**config.mk**
```make
export PLATFORM = sky130hd
export DESIGN_NAME = spi_rx_buffer
export DESIGN_NICKNAME = d
export VERILOG_FILES = /design/src/rtl/spi_rxb_pkg.sv /design/src/rtl/spi_rxb_bus_dec.sv /design/src/rtl/spi_rxb_flag_cell.sv /design/src/rtl/spi_rxb_flags.sv /design/src/rtl/spi_rxb_datareg.sv /design/src/rtl/spi_rxb_ctrl.sv /design/src/rtl/spi_rx_buffer.sv
export SDC_FILE = /design/constraint.sdc
export NUM_CORES = 1
export LEC_CHECK = 0
export BUFFER_PORTS_ARGS = -buffer_cell sky130_fd_sc_hd__buf_2
export CORE_MARGIN = 2
export CORE_UTILIZATION = 45
export DETAILED_ROUTE_END_ITERATION = 7
export PLACE_DENSITY = 0.75
export SLEW_MARGIN = 30
export SYNTH_ARGS = -nofsm -noshare
export SYNTH_HDL_FRONTEND = slang
export SYNTH_SLANG_ARGS = --single-unit
```
**constraint.sdc**
```tcl
create_clock -name clk -period 2.7 [get_ports clk]
set_input_delay 0.54 -clock clk [delete_from_list [all_inputs] [get_ports clk]]
set_output_delay 0.54 -clock clk [all_outputs]
set_load 0.02 [all_outputs]
```
**src/rtl/spi_rxb_pkg.sv**
```systemverilog
package spi_rxb_pkg;
  typedef enum logic {
    REG_STAT = 1'b0,
    REG_DATA = 1'b1
  } reg_sel_e;

  localparam int FLAG_FULL = 0;
  localparam int FLAG_OVR  = 1;
  localparam int NUM_FLAGS = 2;

  localparam int EN_RX  = 0;
  localparam int EN_ERR = 1;
endpackage

```
**src/rtl/spi_rxb_bus_dec.sv**
```systemverilog
module spi_rxb_bus_dec
  import spi_rxb_pkg::*;
(
  input  logic bus_rd,
  input  logic bus_wr,
  input  logic bus_addr,
  output logic stat_rd,
  output logic data_rd,
  output logic stat_wr,
  output logic data_wr
);
  reg_sel_e sel;

  always_comb begin
    sel     = reg_sel_e'(bus_addr);
    stat_rd = bus_rd && (sel == REG_STAT);
    data_rd = bus_rd && (sel == REG_DATA);
    stat_wr = bus_wr && (sel == REG_STAT);
    data_wr = bus_wr && (sel == REG_DATA);
  end
endmodule

```
**src/rtl/spi_rxb_flag_cell.sv**
```systemverilog
module spi_rxb_flag_cell (
  input  logic clk,
  input  logic rst,
  input  logic set_i,
  input  logic stat_rd_i,
  input  logic data_rd_i,
  output logic flag_q,
  output logic flag_d,
  output logic arm_q
);
  logic arm_d;
  logic clr;

  always_comb begin
    clr    = data_rd_i && arm_q;
    flag_d = set_i || (flag_q && !clr);
    if (stat_rd_i)      arm_d = flag_q;
    else if (data_rd_i) arm_d = 1'b0;
    else                arm_d = arm_q;
  end

  always_ff @(posedge clk) begin
    if (rst) begin
      flag_q <= 1'b0;
      arm_q  <= 1'b0;
    end else begin
      flag_q <= flag_d;
      arm_q  <= arm_d;
    end
  end
endmodule

```
**src/rtl/spi_rxb_flags.sv**
```systemverilog
module spi_rxb_flags
  import spi_rxb_pkg::*;
(
  input  logic                 clk,
  input  logic                 rst,
  input  logic                 rx_done,
  input  logic                 stat_rd,
  input  logic                 data_rd,
  output logic [NUM_FLAGS-1:0] flag_q,
  output logic [NUM_FLAGS-1:0] flag_d,
  output logic [NUM_FLAGS-1:0] arm_q,
  output logic                 load_en
);
  logic [NUM_FLAGS-1:0] set_vec;

  always_comb begin
    load_en            = rx_done && !flag_q[FLAG_FULL] && !flag_q[FLAG_OVR];
    set_vec[FLAG_FULL] = load_en;
    set_vec[FLAG_OVR]  = rx_done && flag_q[FLAG_FULL];
  end

  for (genvar g = 0; g < NUM_FLAGS; g++) begin : g_cell
    spi_rxb_flag_cell u_cell (
      .clk       (clk),
      .rst       (rst),
      .set_i     (set_vec[g]),
      .stat_rd_i (stat_rd),
      .data_rd_i (data_rd),
      .flag_q    (flag_q[g]),
      .flag_d    (flag_d[g]),
      .arm_q     (arm_q[g])
    );
  end
endmodule

```
**src/rtl/spi_rxb_datareg.sv**
```systemverilog
module spi_rxb_datareg #(
  parameter int DATA_W = 8
) (
  input  logic              clk,
  input  logic              rst,
  input  logic              load_en,
  input  logic [DATA_W-1:0] din,
  output logic [DATA_W-1:0] data_q
);
  always_ff @(posedge clk) begin
    if (rst)          data_q <= '0;
    else if (load_en) data_q <= din;
  end
endmodule

```
**src/rtl/spi_rxb_ctrl.sv**
```systemverilog
module spi_rxb_ctrl
  import spi_rxb_pkg::*;
#(
  parameter int DATA_W = 8
) (
  input  logic                 clk,
  input  logic                 rst,
  input  logic                 stat_rd,
  input  logic                 data_rd,
  input  logic                 stat_wr,
  input  logic [DATA_W-1:0]    wdata,
  input  logic [NUM_FLAGS-1:0] flag_q,
  input  logic [NUM_FLAGS-1:0] flag_d,
  input  logic [DATA_W-1:0]    data_q,
  output logic [1:0]           en_q,
  output logic [DATA_W-1:0]    rdata_q,
  output logic                 irq_q
);
  localparam int BIT_FULL = DATA_W - 1;
  localparam int BIT_OVR  = DATA_W - 2;

  logic [1:0]        en_d;
  logic [DATA_W-1:0] stat_word;

  always_comb begin
    en_d = stat_wr ? wdata[1:0] : en_q;
    stat_word            = '0;
    stat_word[BIT_FULL]  = flag_q[FLAG_FULL];
    stat_word[BIT_OVR]   = flag_q[FLAG_OVR];
    stat_word[1:0]       = en_q;
  end

  always_ff @(posedge clk) begin
    if (rst) begin
      en_q    <= '0;
      rdata_q <= '0;
      irq_q   <= 1'b0;
    end else begin
      en_q  <= en_d;
      irq_q <= (flag_d[FLAG_FULL] && en_d[EN_RX]) ||
               (flag_d[FLAG_OVR]  && en_d[EN_ERR]);
      if (stat_rd)      rdata_q <= stat_word;
      else if (data_rd) rdata_q <= data_q;
    end
  end
endmodule

```
**src/rtl/spi_rx_buffer.sv**
```systemverilog
module spi_rx_buffer
  import spi_rxb_pkg::*;
#(
  parameter int DATA_W = 8
) (
  input  logic              clk,
  input  logic              rst,
  input  logic              rx_done,
  input  logic [DATA_W-1:0] rx_byte,
  input  logic              bus_rd,
  input  logic              bus_wr,
  input  logic              bus_addr,
  input  logic [DATA_W-1:0] bus_wdata,
  output logic [DATA_W-1:0] bus_rdata,
  output logic              irq
);
  logic                 stat_rd, data_rd, stat_wr, data_wr;
  logic [NUM_FLAGS-1:0] flag_q, flag_d, arm_q;
  logic                 load_en;
  logic [DATA_W-1:0]    data_q;
  logic [1:0]           en_q;

  spi_rxb_bus_dec u_dec (
    .bus_rd  (bus_rd),
    .bus_wr  (bus_wr),
    .bus_addr(bus_addr),
    .stat_rd (stat_rd),
    .data_rd (data_rd),
    .stat_wr (stat_wr),
    .data_wr (data_wr)
  );

  spi_rxb_flags u_flags (
    .clk    (clk),
    .rst    (rst),
    .rx_done(rx_done),
    .stat_rd(stat_rd),
    .data_rd(data_rd),
    .flag_q (flag_q),
    .flag_d (flag_d),
    .arm_q  (arm_q),
    .load_en(load_en)
  );

  spi_rxb_datareg #(.DATA_W(DATA_W)) u_data (
    .clk    (clk),
    .rst    (rst),
    .load_en(load_en),
    .din    (rx_byte),
    .data_q (data_q)
  );

  spi_rxb_ctrl #(.DATA_W(DATA_W)) u_ctrl (
    .clk    (clk),
    .rst    (rst),
    .stat_rd(stat_rd),
    .data_rd(data_rd),
    .stat_wr(stat_wr),
    .wdata  (bus_wdata),
    .flag_q (flag_q),
    .flag_d (flag_d),
    .data_q (data_q),
    .en_q   (en_q),
    .rdata_q(bus_rdata),
    .irq_q  (irq)
  );

  logic unused_data_wr;
  assign unused_data_wr = data_wr;
endmodule

```
# [Yosys cells after proc, flatten, opt, wreduce, memory -nomap -nowiden]
# Index checks and enable logic that the tools add are counted.
# W data, S select, Z words.
[classes] muxes=6 bitwise_logic=1 n_reduce_logical=21
[ops] op="$mux W8" n=2
[ops] op="$logic_and A1 B1 Y1" n=12
[ops] op="$logic_not A1 Y1" n=4
[ops] op="$logic_or A1 B1 Y1" n=3
[ops] op="$mux W1" n=3
[ops] op="$mux W2" n=1
[ops] op="$reduce_bool A2 Y1" n=1
[ops] op="$reduce_or A2 Y1" n=1
[ops] op="$not A1 Y1" n=1
[word_totals] ff_bits=23 input_bits=22 out_inout_bits=9 wordCells=37

# [Longest topological paths before layout]
# Gate-level depths: netlist of run 1.
[logic_depth] depth_word=7 ltp_mapped=4 mapped_depth_nobuf=3

# [Modules after synthesis]
# From an unflattened synthesis of run 1, not the netlist that was laid out.
[hier_totals] hier_cells=94 hier_area_um2=944.7
[by_module_without_submodules] mod="spi_rxb_ctrl" instances=1 cells_per_inst=42 area_each_um2=445.4 seq_area_each_um2=220.2
[by_module_without_submodules] mod="spi_rxb_datareg" instances=1 cells_per_inst=26 area_each_um2=285.3 seq_area_each_um2=160.2
[by_module_without_submodules] mod="spi_rxb_flag_cell" instances=2 cells_per_inst=10 area_each_um2=85.1 seq_area_each_um2=40.0
[by_module_without_submodules] mod="spi_rxb_bus_dec" instances=1 cells_per_inst=4 area_each_um2=25.0 seq_area_each_um2=0.0
[by_module_without_submodules] mod="spi_rxb_flags" instances=1 cells_per_inst=2 area_each_um2=18.8 seq_area_each_um2=0.0

# [Least setup slack after synthesis of run 1]
# Ideal clock, no wire load.
[synth_path] kind="input -> register" startpoint="input port rx_done" endpoint="register u_data.data_q[2]" setup_ps=128 t_arrival_ps=1073 t_required_ps=2572 path_slack_ps=1499 stages=4 n_path_buf=1 cell_sequence="nor3b_2 -> buf_6 -> mux2i_1 -> nor2_1"
[synth_between] elab_chain_len=2
[synth_lines] element="start, declared" line_no="spi_rx_buffer.sv:8" rtl="input logic rx_done,"
[synth_lines] element="$logic_and A1 B1 Y1 (2 in series)" line_no="spi_rxb_flags.sv:17" rtl="load_en = rx_done && !flag_q[FLAG_FULL] && !flag_q[FLAG_OVR];"
[synth_lines] element="end signal, assigned" line_no="spi_rxb_datareg.sv:12" rtl="else if (load_en) data_q <= din;"
[synth_lines] element="end, declared" line_no="spi_rxb_datareg.sv:8" rtl="output logic [DATA_W-1:0] data_q"
# Every way passes these cells.
# A chain may end at the register's enable or synchronous reset.

# [Worst setup path in the final report of run 1]
[layout_path] startpoint="register u_ctrl.rdata_q[1]" endpoint="output port bus_rdata[1]"
[layout_rtl] element="start, declared" line_no="spi_rxb_ctrl.sv:16" rtl="output logic [DATA_W-1:0] rdata_q,"
[layout_rtl] element="start signal, assigned" line_no="spi_rxb_ctrl.sv:42" rtl="if (stat_rd) rdata_q <= stat_word;"
[layout_rtl] element="start signal, assigned" line_no="spi_rxb_ctrl.sv:43" rtl="else if (data_rd) rdata_q <= data_q;"
[layout_rtl] element="end, declared" line_no="spi_rx_buffer.sv:14" rtl="output logic [DATA_W-1:0] bus_rdata,"
# No word-level cell between the ends.

==> results of run 1 <==
[flip-flops by register name, summed over array words and instances (netlist names)]
signal                        cells
u_ctrl.rdata_q                    8
u_ctrl.en_q                       2
u_flags.g_cell.u_cell.flag_q      2
u_ctrl.irq_q                      1
u_flags.g_cell.u_cell.arm_q       2
u_data.data_q                     8
[routing by layer]
metal,share of wire (%),up-vias,track usage [%]
met5,0,-,0
met4,0,0,4.29
met3,3.5,0,2.78
met2,50,14,25.2
met1,47,302,18.6
li1,-,356,-
[final cells by class]
cell class                      count  area share [%]
Tap cell                           27            3.23
Sequential cell                    23            44.0
Multi-Input combinational cell     60            37.7
Inverter                            1           0.359
Clock buffer                        4            2.51
Timing Repair Buffer               25            12.2
[layout by cell type (no fill, tap or decap)]
| master | Yosys | layout |
|---|---|---|
| nand2b_1 | 6 | 6 |
| a22oi_1 | 1 | 1 |
| and2b_2 | 1 | 1 |
| clkbuf_4 | 0 | 3 |
| a21oi_1 | 7 | 7 |
| o32ai_1 | 1 | 1 |
| buf_4 | 1 | 1 |
| a211oi_1 | 4 | 4 |
| inv_1 | 1 | 1 |
| nand3_1 | 6 | 6 |
| nand3b_1 | 2 | 2 |
| nor3b_2 | 1 | 1 |
| nor2b_1 | 2 | 2 |
| buf_2 | 2 | 24 |
| mux2i_1 | 14 | 14 |
| nor2_1 | 15 | 15 |
| clkbuf_1 | 2 | 1 |
| dfxtp_1 | 23 | 23 |
[power by group through the flow]
stage / logic, W / registers (W) / clock network [W]
2_1_floorplan: 0.0000544 / 0.000382 / 0
3_3_place_gp: 0.0000821 / 0.000377 / 0
3_5_place_dp: 0.0000848 / 0.000378 / 0
4_1_cts: 0.0000851 / 0.000370 / 0.000154
5_1_grt: 0.0000932 / 0.000373 / 0.000175
6_report: 0.0000837 / 0.000370 / 0.000147
[worst max-delay path by stage]
stage	depth (start not counted)	startpoint	slack (ps)	end
after CTS	1	u_ctrl.rdata_q[1]$_SDFFE_PP0P_	1330	bus_rdata[1]
after floorplan	4	rx_done	1500	u_data.data_q[2]$_SDFFE_PP0P_
after detailed placement	4	bus_addr	1180	u_ctrl.irq_q$_SDFF_PP0_
final	1	u_ctrl.rdata_q[1]$_SDFFE_PP0P_	1340	bus_rdata[1]
after global placement	4	bus_addr	1190	u_ctrl.irq_q$_SDFF_PP0_
after global routing	1	u_ctrl.rdata_q[1]$_SDFFE_PP0P_	1280	bus_rdata[1]
[through the flow]
stage          std cells  power (W)  util, %  hold WS [ps]
2_1_floorplan         90   0.000437        -           447
3_3_place_gp         136   0.000459     53.1           454
3_5_place_dp         136   0.000462     53.1           457
4_1_cts              140   0.000610     54.4           472
5_1_grt              140   0.000641     54.4           476
6_report             140   0.000600     54.4           473
[kinds of logic (layout without fill, tap and decap cells)]
family          count (synthesis)  count (layout)  synth area share, %
flops                          23              23                 51.5
compound gates                 13              13                 9.09
buf+inv                         7              30                 4.48
simple gates                   33              33                 19.3
mux                            14              14                 15.7
==> results.cfg, run 1 <==
[global_route]
overflow = 0
grt_pass1_wl_mm = 2.75
grt_max_degree = 25
antenna_found_initial = 0
first_global_vias = 640
grt_usage_pct = 14.6

[detailed_routing]
viasPerCell = 4.80
drt_pre_antenna_iters = 4
drt-initial-drc-count = 5
ant_nets = 0
wirelength_mm = 1.56
num_vias = 672
wl_per_cell_um = 11.1
route.detailed.drc = 0

[synth]
ys_seq_elements = 23
synth_flop_cell = dfxtp_1
yosysWarnings = 0
syn_inst = 90
syn-num-nets = 112
post-synth-top-count-cell = dfxtp_1
synthArstFlopShare_pct = 0
ys_types = 18
syn_area_per_cell_sq_um = 9.94
synth_area_sq_um = 895
seq_area_frac_synth_pct = 51.5
synthTopCellsByCount = dfxtp_1 (23), nor2_1 (15), mux2i_1 (14), a21oi_1 (7)
synth_edf_count = 0
yosysTopAreaCell = dfxtp_1
netlist_top_cells_area = dfxtp_1 (51%), mux2i_1 (16%), nor2_1 (6.3%)
yosysTopAreaCellShare_pct = 51.5

[sta]
finalHoldViolations = 0
setup_viol_count_final = 0
period_minus_slack_ps = 1360
fin_ws_ps = 1340
maxSlewViolCount = 0
slew-limit-headroom_pct = 73.6
fin_tns_setup_ps = 0
worst_pin_slew_ps = 396
rsz0062_at_grt = false
skew_ps = 1.84
finalCritPeriodShare_pct = 50.5
clock.fmax_mhz = 734

[critical_path]
cp_num_buf_inv = 1
crit_family = flip-flops
reg2reg_to = u_data.data_q[7]$_SDFFE_PP0P_
slowest_delay_ps = 360
arrival_ps = 820
worstReg2RegStart = u_flags.g_cell[0].u_cell.flag_q$_SDFF_PP0_
cp_cell_sequence = buf_2
cp-end-kind = output port
crit_fanout = 2
r2r_slack_ps = 1570
reg2reg_depth = 4
critical_path_class = reg2out
cp.required_ps = 2160
cp-start-kind = register
cpMaxStageDelayCell = dfxtp_1

[clock_tree]
postCtsHoldBufs = 0
cts_resized = 0
clk_root_buffer_cell = clkbuf_4
postCtsSetupBuffers = 0
cts_buffers = 3
clk_pin_slew_worst_paths_ps = 110
cts_sinks = 23
cts_tree = built
clkLatencyLatePin_ps = 290
htreeDepth = 1
cts_buffer_depth = 2

[cells_and_area]
antenna_cells = 0
final_layout_size_suffix_gt1_share_pct = 26.5
nFillCells = 193
nets = 136
regArea_sq_um = 460
stdcell_area_sq_mm = 0.00105
multiInputGateArea_sq_um = 394
syn2layout_area_growth_pct = 16.9

[floorplanning]
core_area_sq_mm = 0.00192
die_y_um = 48.6
io_pins = 31
rows = 16
initial_core_util_pct = 46.5
dieArea_sq_mm = 0.00236
die_x_um = 48.6

[min_path]
min_to = u_ctrl.rdata_q[3]$_SDFFE_PP0N_
holdCritStartpoint = u_ctrl.rdata_q[3]$_SDFFE_PP0N_
hold_class = reg2reg
hold_path_depth = 2

[placed_design]
gp_congestion = 0.691
port-buffer-count = 24
post_dp_cell_area_sq_mm = 0.00102
pre_cts_ws_ps = 1180
dp_hpwl_mm = 1.12

[run_status]
outcome = completed

[power_and_ir_drop]
pwr-share-clk_pct = 24.5
ir_drop_mv = 0.331
p_seq_share_pct = 61.6
p_per_area_mw_per_mm2 = 574
power_frac_comb_pct = 13.9
p_leak_nw = 0.456
p_int_w = 0.000455
switching_power_w = 0.000146
swShare_pct = 24.2

[flow_run]
max-cap-violations = 0
Power figures use the tool's default switching activity.
==> run 2: changes to the inputs <==
==> constraint.sdc (replaced) <==
create_clock -name clk -period 1.35 [get_ports clk]
set_input_delay 0.27 -clock clk [delete_from_list [all_inputs] [get_ports clk]]
set_output_delay 0.27 -clock clk [all_outputs]
set_load 0.02 [all_outputs]
==> run 2 against run 1 <==
- worst setup slack lost 1200 ps
- global-route usage grew 0.49 points
- sequential share of layout area shrank 1.2 points
- flip-flop and latch count is the same
- register-to-register slack lost 1400 ps
- clock-buffer cell count is the same
- final cell count grew 2.9%
- critical endpoint is now u_data.data_q[7]$_SDFFE_PP0P_
- largest cell class unchanged
- largest power group unchanged
==> results.cfg, run 2 (synthesis gave the netlist of run 1 again) <==
[sta]
maxSlewViolCount = 0
hold_ws_ps = 196
slew-limit-headroom_pct = 84.3
clock.fmax_mhz = 830
period_minus_slack_ps = 1200
finalCritPeriodShare_pct = 89.2
setup_viol_count_final = 0
finalHoldViolations = 0
fin_tns_setup_ps = 0
worst_pin_slew_ps = 229
rsz0062_at_grt = false
skew_ps = 0.931

[global_route]
grt_max_degree = 17
first_global_vias = 620
overflow = 0
grt_usage_pct = 15.1
grt_pass1_wl_mm = 2.70
antenna_found_initial = 0

[critical_path]
r2r_slack_ps = 150
arrival_ps = 1410
crit_fanout = 6
critical_path_class = reg2reg
cp-start-kind = register
reg2reg_to = u_data.data_q[7]$_SDFFE_PP0P_
reg2reg_depth = 4
cp.required_ps = 1550
worstReg2RegStart = u_flags.g_cell[0].u_cell.flag_q$_SDFF_PP0_
cp-end-kind = register

[placed_design]
gp_congestion = 0.746
dp_hpwl_mm = 1.27
port-buffer-count = 24

[min_path]
hold_class = in2reg
holdCritStartpoint = rx_byte[0]
hold_path_depth = 3
min_to = u_data.data_q[0]$_SDFFE_PP0P_

[detailed_routing]
viasPerCell = 4.96
route.detailed.drc = 0
drt-initial-drc-count = 10
wl_per_cell_um = 11.5
drt_pre_antenna_iters = 4
wirelength_mm = 1.66
ant_nets = 0
num_vias = 714

[clock_tree]
htreeDepth = 1
cts_sinks = 23
clkLatencyLatePin_ps = 300
clk_pin_slew_worst_paths_ps = 110
cts_tree = built
cts_resized = 0
cts_buffers = 3
clk_root_buffer_cell = clkbuf_4
cts_buffer_depth = 2
postCtsSetupBuffers = 0
postCtsHoldBufs = 0

[power_and_ir_drop]
p_leak_nw = 0.476
p_per_area_mw_per_mm2 = 1140
ir_drop_mv = 0.651

[cells_and_area]
final_layout_size_suffix_gt1_share_pct = 29.1
nets = 140
final_common_cell = buf_2
layout_common_cells = buf_2 (24), dfxtp_1 (23), nor2_1 (15), mux2i_1 (14), a21oi_1 (7)
antenna_cells = 0
syn2layout_area_growth_pct = 20.3
reg_top3 = u_ctrl.rdata_q x8, u_data.data_q x8

[floorplanning]
die_y_um = 48.6
rows = 16
io_pins = 31
core_area_sq_mm = 0.00192
initial_core_util_pct = 46.5
die_x_um = 48.6
dieArea_sq_mm = 0.00236

[flow_run]
max-cap-violations = 0

[run_status]
outcome = completed
run 2: how the worst max path moves through the flow:
stage                                                     from                       endpoint  slack, ps  depth (start not counted)
finish              u_flags.g_cell[0].u_cell.flag_q$_SDFF_PP0_  u_data.data_q[7]$_SDFFE_PP0P_        150                          4
global route        u_flags.g_cell[0].u_cell.flag_q$_SDFF_PP0_  u_data.data_q[7]$_SDFFE_PP0P_         50                          4
CTS                 u_flags.g_cell[0].u_cell.flag_q$_SDFF_PP0_  u_data.data_q[7]$_SDFFE_PP0P_        140                          4
detailed placement                                    bus_addr        u_ctrl.irq_q$_SDFF_PP0_        150                          4
global placement                                       rx_done  u_data.data_q[1]$_SDFFE_PP0P_        170                          5
floorplan           u_flags.g_cell[0].u_cell.flag_q$_SDFF_PP0_  u_data.data_q[2]$_SDFFE_PP0P_        330                          4
run 2: layout make-up:
cell class / count / area [sq um]
Timing Repair Buffer: 29 / 158
Inverter: 1 / 3.75
Fill cell: 189 / 846
Sequential cell: 23 / 460
Tap cell: 27 / 33.8
Clock buffer: 4 / 26.3
Multi-Input combinational cell: 60 / 394
run 2: per-stage QoR:
step	util, %	instances	setup WS [ps]	total power [W]	instance area [sq um]
global placement	54.6	140	172	0.000929	1050
finish	56.0	144	145	0.00122	1080
CTS	56.0	144	137	0.00124	1080
detailed placement	54.6	140	146	0.000936	1050
floorplan	-	90	327	0.000874	895
global route	56.0	144	46.2	0.00129	1080
run 2: routing by layer:
metal | part of all wire [%] | vias up | global-route usage (%)
li1 | - | 360 | -
met1 | 44 | 335 | 18.8
met2 | 50 | 15 | 23.6
met3 | 3.8 | 4 | 4.01
met4 | 2.2 | 0 | 8.57
met5 | 0 | - | 0
run 2: power by group:
group          total, W  internal [W]  switching [W]  leakage (nW)
Combinational  0.000180     0.0000867      0.0000933         0.272
Clock          0.000303      0.000115       0.000188        0.0150
Sequential     0.000740      0.000717      0.0000224         0.188
Total           0.00122      0.000919       0.000304         0.476
run 2: critical path: stages (launching register included):
cell and delay [ps]:
dfxtp_1 360, nor3b_2 270, buf_4 220, mux2i_1 200, nor2_1 60
